===== src/rtl/frf_pkg.sv =====
package frf_pkg;

  typedef enum logic [1:0] {
    LVL_ONE  = 2'd0,
    LVL_HALF = 2'd1,
    LVL_3Q   = 2'd2,
    LVL_FULL = 2'd3
  } lvl_code_e;

  function automatic int unsigned frf_level(input lvl_code_e code, input int unsigned depth);
    case (code)
      LVL_ONE:  return 1;
      LVL_HALF: return depth / 2;
      LVL_3Q:   return (depth * 3) / 4;
      default:  return depth;
    endcase
  endfunction

endpackage


===== src/rtl/frf_thresh.sv =====
module frf_thresh
  import frf_pkg::*;
#(
  parameter int unsigned DEPTH = 8,
  parameter int unsigned CNT_W = $clog2(DEPTH + 1)
) (
  input  logic [1:0]       sel,
  input  logic [CNT_W-1:0] cnt,
  output logic             meets
);

  localparam int unsigned NLVL = 4;

  logic [CNT_W-1:0] lvl_tab [NLVL];
  logic [CNT_W-1:0] lvl_sel_val;

  // Level table computed from the depth, one entry per code.
  for (genvar g = 0; g < NLVL; g++) begin : g_lvl
    assign lvl_tab[g] = CNT_W'(frf_level(lvl_code_e'(g), DEPTH));
  end

  always_comb begin
    lvl_sel_val = lvl_tab[sel];
    meets       = (cnt >= lvl_sel_val);
  end

endmodule


===== src/rtl/frf_blank.sv =====
module frf_blank #(
  parameter int unsigned BLANK = 2
) (
  input  logic clk,
  input  logic rst_n,
  input  logic strobe,
  output logic busy
);

  localparam int unsigned BW = $clog2(BLANK + 1);
  localparam logic [BW-1:0] LOAD = BW'(BLANK - 1);

  logic [BW-1:0] cnt_q;
  logic [BW-1:0] cnt_d;
  logic          cnt_en;

  always_comb begin
    busy   = (cnt_q != '0);
    cnt_en = strobe || busy;
    cnt_d  = strobe ? LOAD : (cnt_q - BW'(1));
  end

  always_ff @(posedge clk or negedge rst_n) begin
    if (!rst_n) begin
      cnt_q <= '0;
    end else if (cnt_en) begin
      cnt_q <= cnt_d;
    end
  end

  // the window counter never holds more than the load value.
  p_blank_range_r4: assert property (@(posedge clk) disable iff (!rst_n)
    cnt_q <= LOAD);

endmodule


===== src/rtl/frf_flag.sv =====
module frf_flag #(
  parameter int unsigned BLANK = 2,
  parameter bit          FAST  = 1'b0
) (
  input  logic clk,
  input  logic rst_n,
  input  logic strobe,
  input  logic cond,
  input  logic fast_arm,
  output logic flag
);

  logic busy;
  logic bypass;
  logic flag_q;
  logic flag_d;

  frf_blank #(.BLANK(BLANK)) u_blank (
    .clk   (clk),
    .rst_n (rst_n),
    .strobe(strobe),
    .busy  (busy)
  );

  if (FAST) begin : g_fast
    logic armed_q;
    logic armed_d;
    logic armed_en;

    always_comb begin
      armed_en = strobe || armed_q;
      armed_d  = strobe ? fast_arm : (armed_q && busy);
    end

    always_ff @(posedge clk or negedge rst_n) begin
      if (!rst_n) begin
        armed_q <= 1'b0;
      end else if (armed_en) begin
        armed_q <= armed_d;
      end
    end

    assign bypass = armed_q;

    // an armed window lets a met condition through on the next edge.
    p_fast_set_r8: assert property (@(posedge clk) disable iff (!rst_n)
      (armed_q && busy && cond && !strobe) |=> flag);
  end else begin : g_plain
    logic unused_fast;
    assign unused_fast = fast_arm;
    assign bypass      = 1'b0;
  end

  always_comb begin
    flag_d = !strobe && cond && (!busy || bypass);
  end

  always_ff @(posedge clk or negedge rst_n) begin
    if (!rst_n) begin
      flag_q <= 1'b0;
    end else begin
      flag_q <= flag_d;
    end
  end

  assign flag = flag_q;

  // an access strobe always drops the flag at the next edge.
  p_drop_on_strobe_r7: assert property (@(posedge clk) disable iff (!rst_n)
    strobe |=> !flag);

  // without bypass, the edge after a strobe edge still blanks.
  p_blank_second_r4: assert property (@(posedge clk) disable iff (!rst_n)
    (busy && !bypass) |=> !flag);

endmodule


===== src/rtl/fifo_ready_flags.sv =====
module fifo_ready_flags
  import frf_pkg::*;
#(
  parameter int unsigned DEPTH = 8,
  parameter int unsigned CNT_W = $clog2(DEPTH + 1),
  parameter int unsigned BLANK = 2
) (
  input  logic             clk,
  input  logic             rst_n,
  input  logic             tx_en,
  input  logic             tx_wr,
  input  logic [CNT_W-1:0] tx_cnt,
  input  logic [1:0]       tx_lvl_sel,
  input  logic             rx_rd,
  input  logic [CNT_W-1:0] rx_cnt,
  input  logic [1:0]       rx_lvl_sel,
  input  logic             rx_shift_pend,
  input  logic             wdog_en,
  input  logic             wdog_to,
  output logic             tx_rdy,
  output logic             rx_rdy
);

  localparam logic [CNT_W-1:0] FULL_CNT = CNT_W'(DEPTH);

  logic [CNT_W-1:0] tx_empty;
  logic             tx_meets;
  logic             rx_meets;
  logic             tx_cond;
  logic             rx_cond;
  logic             rx_fast;

  always_comb begin
    tx_empty = FULL_CNT - tx_cnt;
  end

  frf_thresh #(.DEPTH(DEPTH), .CNT_W(CNT_W)) u_tx_thr (
    .sel  (tx_lvl_sel),
    .cnt  (tx_empty),
    .meets(tx_meets)
  );

  frf_thresh #(.DEPTH(DEPTH), .CNT_W(CNT_W)) u_rx_thr (
    .sel  (rx_lvl_sel),
    .cnt  (rx_cnt),
    .meets(rx_meets)
  );

  always_comb begin
    tx_cond = tx_en && tx_meets;
    rx_cond = rx_meets || (wdog_en && wdog_to);
    rx_fast = (lvl_code_e'(rx_lvl_sel) == LVL_FULL) && (rx_cnt == FULL_CNT) && rx_shift_pend;
  end

  frf_flag #(.BLANK(BLANK), .FAST(1'b0)) u_tx_flag (
    .clk     (clk),
    .rst_n   (rst_n),
    .strobe  (tx_wr),
    .cond    (tx_cond),
    .fast_arm(1'b0),
    .flag    (tx_rdy)
  );

  frf_flag #(.BLANK(BLANK), .FAST(1'b1)) u_rx_flag (
    .clk     (clk),
    .rst_n   (rst_n),
    .strobe  (rx_rd),
    .cond    (rx_cond),
    .fast_arm(rx_fast),
    .flag    (rx_rdy)
  );

  // a disabled transmitter never shows ready.
  p_tx_off_r3: assert property (@(posedge clk) disable iff (!rst_n)
    !tx_en |=> !tx_rdy);

  // a rising transmit flag follows an enabled, met threshold.
  p_tx_rise_r2: assert property (@(posedge clk) disable iff (!rst_n)
    $rose(tx_rdy) |-> $past(tx_en && tx_meets));

  // a rising receive flag needs the level or an enabled timeout.
  p_rx_rise_r6: assert property (@(posedge clk) disable iff (!rst_n)
    $rose(rx_rdy) |-> $past(rx_meets || (wdog_en && wdog_to)));

  // a read strobe clears the receive flag.
  p_rx_clear_r7: assert property (@(posedge clk) disable iff (!rst_n)
    rx_rd |=> !rx_rdy);

endmodule


===== config.mk =====
export PLATFORM = sky130hd
export DESIGN_NAME = fifo_ready_flags
export DESIGN_NICKNAME = d
export VERILOG_FILES = /design/src/rtl/frf_pkg.sv /design/src/rtl/frf_thresh.sv /design/src/rtl/frf_blank.sv /design/src/rtl/frf_flag.sv /design/src/rtl/fifo_ready_flags.sv
export SDC_FILE = /design/constraint.sdc
export NUM_CORES = 1
export LEC_CHECK = 0
export BUFFER_PORTS_ARGS = -buffer_cell sky130_fd_sc_hd__buf_2
export CAP_MARGIN = 0
export CORE_AREA = 4 4 41 43
export CTS_BUF_LIST = sky130_fd_sc_hd__clkbuf_8
export DETAILED_ROUTE_END_ITERATION = 12
export DIE_AREA = 0 0 45 47
export PLACE_DENSITY = 0.79
export REMOVE_ABC_BUFFERS = 1
export SLEW_MARGIN = 20
export SYNTH_ARGS = -nofsm -noshare
export SYNTH_HDL_FRONTEND = slang
export SYNTH_SLANG_ARGS = --single-unit

===== constraint.sdc =====
create_clock -name clk -period 2.6 [get_ports clk]
set_clock_uncertainty 0.05 [all_clocks]
set_input_delay 0.26 -clock clk [delete_from_list [all_inputs] [get_ports clk]]
set_output_delay 0.26 -clock clk [all_outputs]
set_load 0.05 [all_outputs]

==> results of run 1 <==
sequential cells by signal, summed over array words and instances (netlist names):
register                 flops
u_rx_flag.bypass             1
u_rx_flag.flag               1
u_rx_flag.u_blank.cnt_q      2
u_tx_flag.flag               1
u_tx_flag.u_blank.cnt_q      2
cell families after synthesis:
kind of cell    count (synthesis)  synth area share (%)
compound gates                 10                 11.97
xor+xnor                        4                 5.406
fa+ha+maj                      17                 32.82
buf+inv                        18                 10.42
flops                           7                 27.03
simple gates                   14                 12.35
through the flow:
| step | std cells | hold slack, ns | power [µW] |
|---|---|---|---|
| detailed placement | 106 | 0.05276 | 368.9 |
| global route | 111 | 0.1635 | 559.0 |
| global placement | 106 | 0.04851 | 358.0 |
| floorplan | 70 | -0.08559 | 312.4 |
| CTS | 111 | 0.1528 | 516.3 |
| finish | 111 | 0.1576 | 509.7 |
power breakdown:
group	internal [µW]	switching (µW)	total (µW)
Clock	102	40.7	142
Sequential	140	16.9	157
Combinational	91.1	119	210
per-layer routing:
layer  wire length [µm]  vias up
met2                607       14
met5                  0        -
li1                   -      284
met4                 12        0
met1                484      239
met3                 57        2
area by class of cell:
class | instances | area (µm²) | area share [%]
inverters | 18 | 67.56 | 8.169
clock inverters | 1 | 3.754 | 0.4539
well taps | 15 | 18.77 | 2.269
repair buffers | 22 | 115.1 | 13.92
multi-input cells | 45 | 405.4 | 49.02
clock buffers | 3 | 41.29 | 4.992
flip-flops and latches | 7 | 175.2 | 21.18
worst min-delay path by stage:
| stage | end | start |
|---|---|---|
| finish | u_tx_flag.u_blank.cnt_q[1]$_DFFE_PN0P_ | tx_wr |
| detailed placement | u_rx_flag.u_blank.cnt_q[1]$_DFFE_PN0P_ | rst_n |
| global route | u_tx_flag.u_blank.cnt_q[1]$_DFFE_PN0P_ | tx_wr |
| floorplan | u_rx_flag.bypass$_DFFE_PN0P_ | rst_n |
| CTS | u_tx_flag.u_blank.cnt_q[1]$_DFFE_PN0P_ | tx_wr |
| global placement | u_rx_flag.u_blank.cnt_q[0]$_DFFE_PN0P_ | rst_n |
worst max-delay path, delay by kind of cell:
family / cells / cell delay (ns)
buffers and inverters: 2 / 0.14
and+or+nand+nor: 1 / 0.38
adders and majority gates: 2 / 0.51
AOI/OAI and AO/OA: 2 / 0.16
layout by cell type (no fill, tap or decap):
| cell | Yosys | layout |
|---|---|---|
| nor4_2 | 1 | 1 |
| o2111ai_1 | 1 | 1 |
| a41o_1 | 1 | 1 |
| o211ai_2 | 1 | 1 |
| o21a_1 | 1 | 1 |
| a21oi_1 | 2 | 2 |
| xnor2_1 | 1 | 1 |
| nand2_1 | 1 | 1 |
| inv_1 | 18 | 19 |
| o21ai_0 | 1 | 1 |
| dfrtp_1 | 7 | 7 |
| a211oi_1 | 2 | 2 |
| buf_2 | 0 | 21 |
| xor2_1 | 3 | 3 |
| nor4_1 | 1 | 1 |
| clkbuf_8 | 0 | 3 |
| nand2b_1 | 1 | 1 |
| nor2_1 | 6 | 6 |
| or3b_1 | 1 | 1 |
| a21oi_2 | 1 | 1 |
| nor3b_1 | 2 | 2 |
| dlygate4sd3_1 | 0 | 1 |
| nor3_1 | 1 | 1 |
| ha_1 | 17 | 17 |
what timing repair did:
item / in CTS / in global routing
setup endpoints to repair: 0 / 0
hold buffers: 1 / 0
hold endpoints to repair: 7 / 0
==> results.json, run 1 <==
{
  "status": "completed",
  "nFillCells": 118,
  "endpoint": "u_tx_flag.flag$_DFF_PN0_",
  "top_usage_layer": "met2",
  "synth-seq-area-share_pct": 27.03,
  "initial_utilization_pct": 49.81,
  "setup_viol": 0,
  "worstRegToRegCells": 4,
  "grt_pass1_vias": 545,
  "io_pins": 22,
  "yosysUniqueCellTypes": 21,
  "fp.dieW_um": 45,
  "cts_tree": "done",
  "yosysWarnings": 0,
  "synth_edf_count": 0,
  "insertion_delay_ns": 0.22,
  "post_cts_buffers": 0,
  "grt-ovfl-total": 0,
  "worstPathArrival_ns": 1.44,
  "place_worst_setup_slack_ns": 0.9804,
  "grt_pass1_wl_um": 1973,
  "gp_congestion": 0.7380,
  "crit_slowest_cell": "or3b_1",
  "syn_avg_cell_area_um2": 9.259,
  "rsz0062_at_grt": "no",
  "die_height_um": 47,
  "yosys_most_used_dff": "dfrtp_1",
  "grtUsageMet2_pct": 22.32,
  "diodes": 0,
  "nNetsFinal": 134,
  "fmax_ghz": 0.7162,
  "yosys-top-cells-count": "18 x inv_1, 17 x ha_1, 7 x dfrtp_1",
  "drc": 0,
  "tightest_slew_ns": 0.2954,
  "cp_cell_sequence": "buf_2 > inv_1 > ha_1 > ha_1 > or3b_1 > o211ai_2 > a21oi_2",
  "ant_nets": 0,
  "antenna_found_initial": 0,
  "max_slew_margin_pct": 80.19,
  "grt_use_met1_pct": 14.69,
  "portBuffers": 21,
  "cts_max_level": 1,
  "track_usage_pct": 12.75,
  "clk_pin_slew_ns": 0.04,
  "hold_viol_final": 0,
  "fin_tns_setup_ns": 0,
  "netlist.area_leader.share_pct": 32.82,
  "setup_ws_ns": 1.204,
  "period_minus_slack_ns": 1.396,
  "p_leak_uw": 0.0004823,
  "netlist_instances": 70,
  "detail_route.wl_per_cell_um": 10.46,
  "path_class": "in -> reg",
  "regToRegEndpoint": "u_rx_flag.flag$_DFF_PN0_",
  "cts-root-buf": "clkbuf_8",
  "peakVddDrop_uv": 398.2,
  "min_period_over_period_pct": 53.70,
  "dpl_cell_area_um2": 772.0,
  "dpl.hpwl_um": 1077,
  "cts_buffer_depth": 2,
  "layout-drive-gt1-share_pct": 28.13,
  "endpoint_kind": "register",
  "min_path_cells": 2,
  "wirelength_um": 1161,
  "crit_required_ns": 2.65,
  "ys_ff_latch": 7,
  "r2r_start": "u_rx_flag.u_blank.cnt_q[0]$_DFFE_PN0P_",
  "slew_violations": 0,
  "fp.dieArea_um2": 2115,
  "cts_sinks": 7,
  "drt_iter0_markers": 5,
  "core_area_um2": 1301,
  "syn_area_um2": 648.1,
  "path_max_fanout": 2,
  "synthArstFlopShare_pct": 100.0,
  "crit_start": "tx_cnt[0]",
  "routed_via_density": 4.856,
  "cpMostUsedCell": "ha_1",
  "vias": 539,
  "pwr_density_cell_nw_per_um2": 616.3,
  "grt_util_met3_pct": 4.215,
  "grt_max_degree": 8,
  "regToRegSetupSlack_ns": 1.44,
  "area_delta_synth_final_pct": 27.61,
  "fin_util_pct": 63.56,
  "post_cts_resized": 0,
  "synth.area.top_cells": "ha_1 33%, dfrtp_1 27%, inv_1 10%",
  "cap_violations": 0,
  "critPathLaunchType": "primary input",
  "drtPass1Iterations": 2,
  "yosysTopAreaCell": "ha_1",
  "num_rows": 13,
  "cp_slowest_stage_delay_ns": 0.38,
  "synth_most_common_cell": "inv_1",
  "final_cell_area_um2": 827.0,
  "cts_buffers": 3,
  "hold_path.class": "in -> reg"
}
(Power assumes the default switching activity.)
==> run 2, diff against run 1 <==
- ABC_AREA: default -> 1
- CORE_AREA: 4 4 41 43 -> default
- CORE_MARGIN: default -> 4
- CORE_UTILIZATION: default -> 51
- DIE_AREA: 0 0 45 47 -> default
- PLACE_DENSITY: 0.79 -> 0.81
- clock period: 2.6 -> 1.5 ns (I/O delays scaled with it)
==> results.json, run 2 <==
{
  "met1_length_um": 525,
  "synthArstFlopShare_pct": 100.0,
  "wl_met3_um": 78,
  "status": "completed",
  "netlist_instances": 91,
  "cts_buffer_depth": 2,
  "fp.dieArea_um2": 1977,
  "grt-ovfl-total": 0,
  "cts-root-buf": "clkbuf_8",
  "ant_nets": 0,
  "antenna_found_initial": 0,
  "yosys_most_used_dff": "dfrtp_1",
  "synth-seq-area-share_pct": 25.83,
  "synth.area.top_cells": "ha_1 31%, dfrtp_1 26%, inv_1 15%",
  "dpl.hpwl_um": 1140,
  "fmax_ghz": 0.7811,
  "io_pins": 22,
  "yosysWarnings": 0,
  "post_cts_buffers": 0,
  "layout_common_cells": "29 x inv_1, 21 x buf_2, 17 x ha_1, 14 x nand2_1, 8 x nor2_1",
  "initial_utilization_pct": 57.91,
  "layout-drive-gt1-share_pct": 21.37,
  "syn_area_um2": 678.2,
  "track_usage_pct": 14.75,
  "hold_path.class": "in -> reg",
  "max_slew_margin_pct": 83.61,
  "num_rows": 12,
  "drt_iter0_markers": 8,
  "insertion_delay_ns": 0.23,
  "regToRegSetupSlack_ns": 0.41,
  "crit_required_ns": 1.57,
  "path_class": "in -> reg",
  "die_height_um": 44.47,
  "detail_route.wl_per_cell_um": 10.19,
  "core_area_um2": 1171,
  "slew_violations": 0,
  "fp.dieW_um": 44.47,
  "grt_pass1_vias": 552,
  "post_cts_resized": 0,
  "peakVddDrop_uv": 407.5,
  "fin_cells": 131,
  "worstPathArrival_ns": 1.35,
  "yosysUniqueCellTypes": 15,
  "area_delta_synth_final_pct": 26.20,
  "cts_buffers": 3,
  "setup_viol": 0,
  "period_minus_slack_ns": 1.280,
  "ys_ff_latch": 7,
  "regToRegEndpoint": "u_rx_flag.u_blank.cnt_q[0]$_DFFE_PN0P_",
  "routed_via_density": 4.931,
  "yosysTopAreaCell": "ha_1",
  "critPathLaunchType": "primary input",
  "dr_wl_met2_um": 722,
  "min_period_over_period_pct": 85.34,
  "endpoint": "u_tx_flag.flag$_DFF_PN0_",
  "yosys-top-cells-count": "28 x inv_1, 17 x ha_1, 14 x nand2_1",
  "final_common_cell": "inv_1",
  "rsz0062_at_grt": "no",
  "hold_viol_final": 0,
  "drtPass1Iterations": 4,
  "r2r_start": "u_rx_flag.u_blank.cnt_q[0]$_DFFE_PN0P_",
  "worstRegToRegCells": 4,
  "top_regs": "u_rx_flag.u_blank.cnt_q x2, u_tx_flag.u_blank.cnt_q x2",
  "diodes": 0,
  "netlist.area_leader.share_pct": 31.37,
  "pwr_density_cell_nw_per_um2": 953.9,
  "nNetsFinal": 155,
  "grt_max_degree": 8,
  "clk_pin_slew_ns": 0.04,
  "cts_sinks": 7,
  "cp_slowest_stage_delay_ns": 0.27,
  "gp_congestion": 0.7414,
  "place_inst": 126,
  "cp_cell_sequence": "buf_2 > nor3_2 > xor2_1 > ha_1 > nand2_1 > inv_1 > o21ai_1 > nand3_1 > nand2_1 > inv_1",
  "crit_start": "tx_cnt[1]",
  "grt_pass1_wl_um": 2145,
  "tightest_slew_ns": 0.2476,
  "endpoint_kind": "register",
  "synth_edf_count": 0,
  "drc": 0,
  "vias": 646,
  "topRoutingLayerUsed": "met4",
  "fin_util_pct": 73.08,
  "cts-hold-fix-buffers": 1,
  "crit_slowest_cell": "ha_1",
  "cts_tree": "done",
  "cap_violations": 0,
  "synth_most_common_cell": "inv_1",
  "p_leak_uw": 0.0005480,
  "cts_max_level": 1,
  "path_max_fanout": 2,
  "portBuffers": 21,
  "syn_avg_cell_area_um2": 7.452,
  "wirelength_um": 1335
}
==> run 2: worst max-delay path, delay by kind of cell <==
| kind | cells | cell delay [ns] |
|---|---|---|
| fa+ha+maj | 1 | 0.27 |
| simple gates | 4 | 0.45 |
| buf+inv | 3 | 0.19 |
| xor+xnor | 1 | 0.21 |
| compound gates | 1 | 0.09 |
==> run 2: power by group <==
part / internal (µW) / leakage (µW) / switching (µW)
Clock: 177 / 0.0000269 / 80.6
Sequential: 236 / 0.0000889 / 22.8
Combinational: 121 / 0.000432 / 179
==> run 2: per-stage QoR <==
stage	setup WS (ns)	hold slack, ns	TNS [ns]	power [µW]	area, µm²
global placement	0.1119	-0.06548	0	535.8	800.8
CTS	0.2079	0.09690	0	820.6	855.8
floorplan	0.2632	-0.1956	0	465.1	678.2
detailed placement	-0.02049	-0.06229	-0.02049	558.9	800.8
global route	0.1280	0.1024	0	886.4	855.8
finish	0.2198	0.1015	0	816.3	855.8
==> run 2: worst min path at each step <==
stage                      from                                      to  slack (ns)  cells after the start
final                     rx_rd  u_rx_flag.u_blank.cnt_q[1]$_DFFE_PN0P_        0.10                      2
after global routing      rx_rd  u_rx_flag.u_blank.cnt_q[1]$_DFFE_PN0P_        0.10                      2
after CTS                 rx_rd  u_rx_flag.u_blank.cnt_q[1]$_DFFE_PN0P_         0.1                      2
after detailed placement  rst_n  u_tx_flag.u_blank.cnt_q[0]$_DFFE_PN0P_       -0.06                      1
after global placement    rst_n  u_tx_flag.u_blank.cnt_q[0]$_DFFE_PN0P_       -0.07                      1
after floorplan           rst_n            u_rx_flag.bypass$_DFFE_PN0P_       -0.20                      0
==> run 2: kinds of logic after synthesis <==
logic type | Yosys count | share of synthesized area, %
buffers and inverters | 28 | 15.50
AND/OR/NAND/NOR | 27 | 16.79
adder cells (fa/ha/maj) | 17 | 31.36
AO/OA/AOI/OAI | 10 | 7.933
flip-flops | 7 | 25.83
XOR/XNOR | 2 | 2.583
==> run 2: cell type report <==
| class | instances | area (µm²) |
|---|---|---|
| clock inverter | 1 | 3.754 |
| fill | 110 | 315.3 |
| timing repair buffer | 22 | 115.1 |
| inverter | 28 | 105.1 |
| multi-input combinational | 56 | 397.9 |
| clock buffer | 3 | 41.29 |
| tap | 14 | 17.52 |
| sequential | 7 | 175.2 |
==> run 2: per-layer routing <==
metal  vias to the layer above  global-route usage, %
li1                        328                      -
met1                       286                  15.57
met2                        28                  27.51
met3                         4                  2.439
met4                         0                  7.229
met5                         -                      0
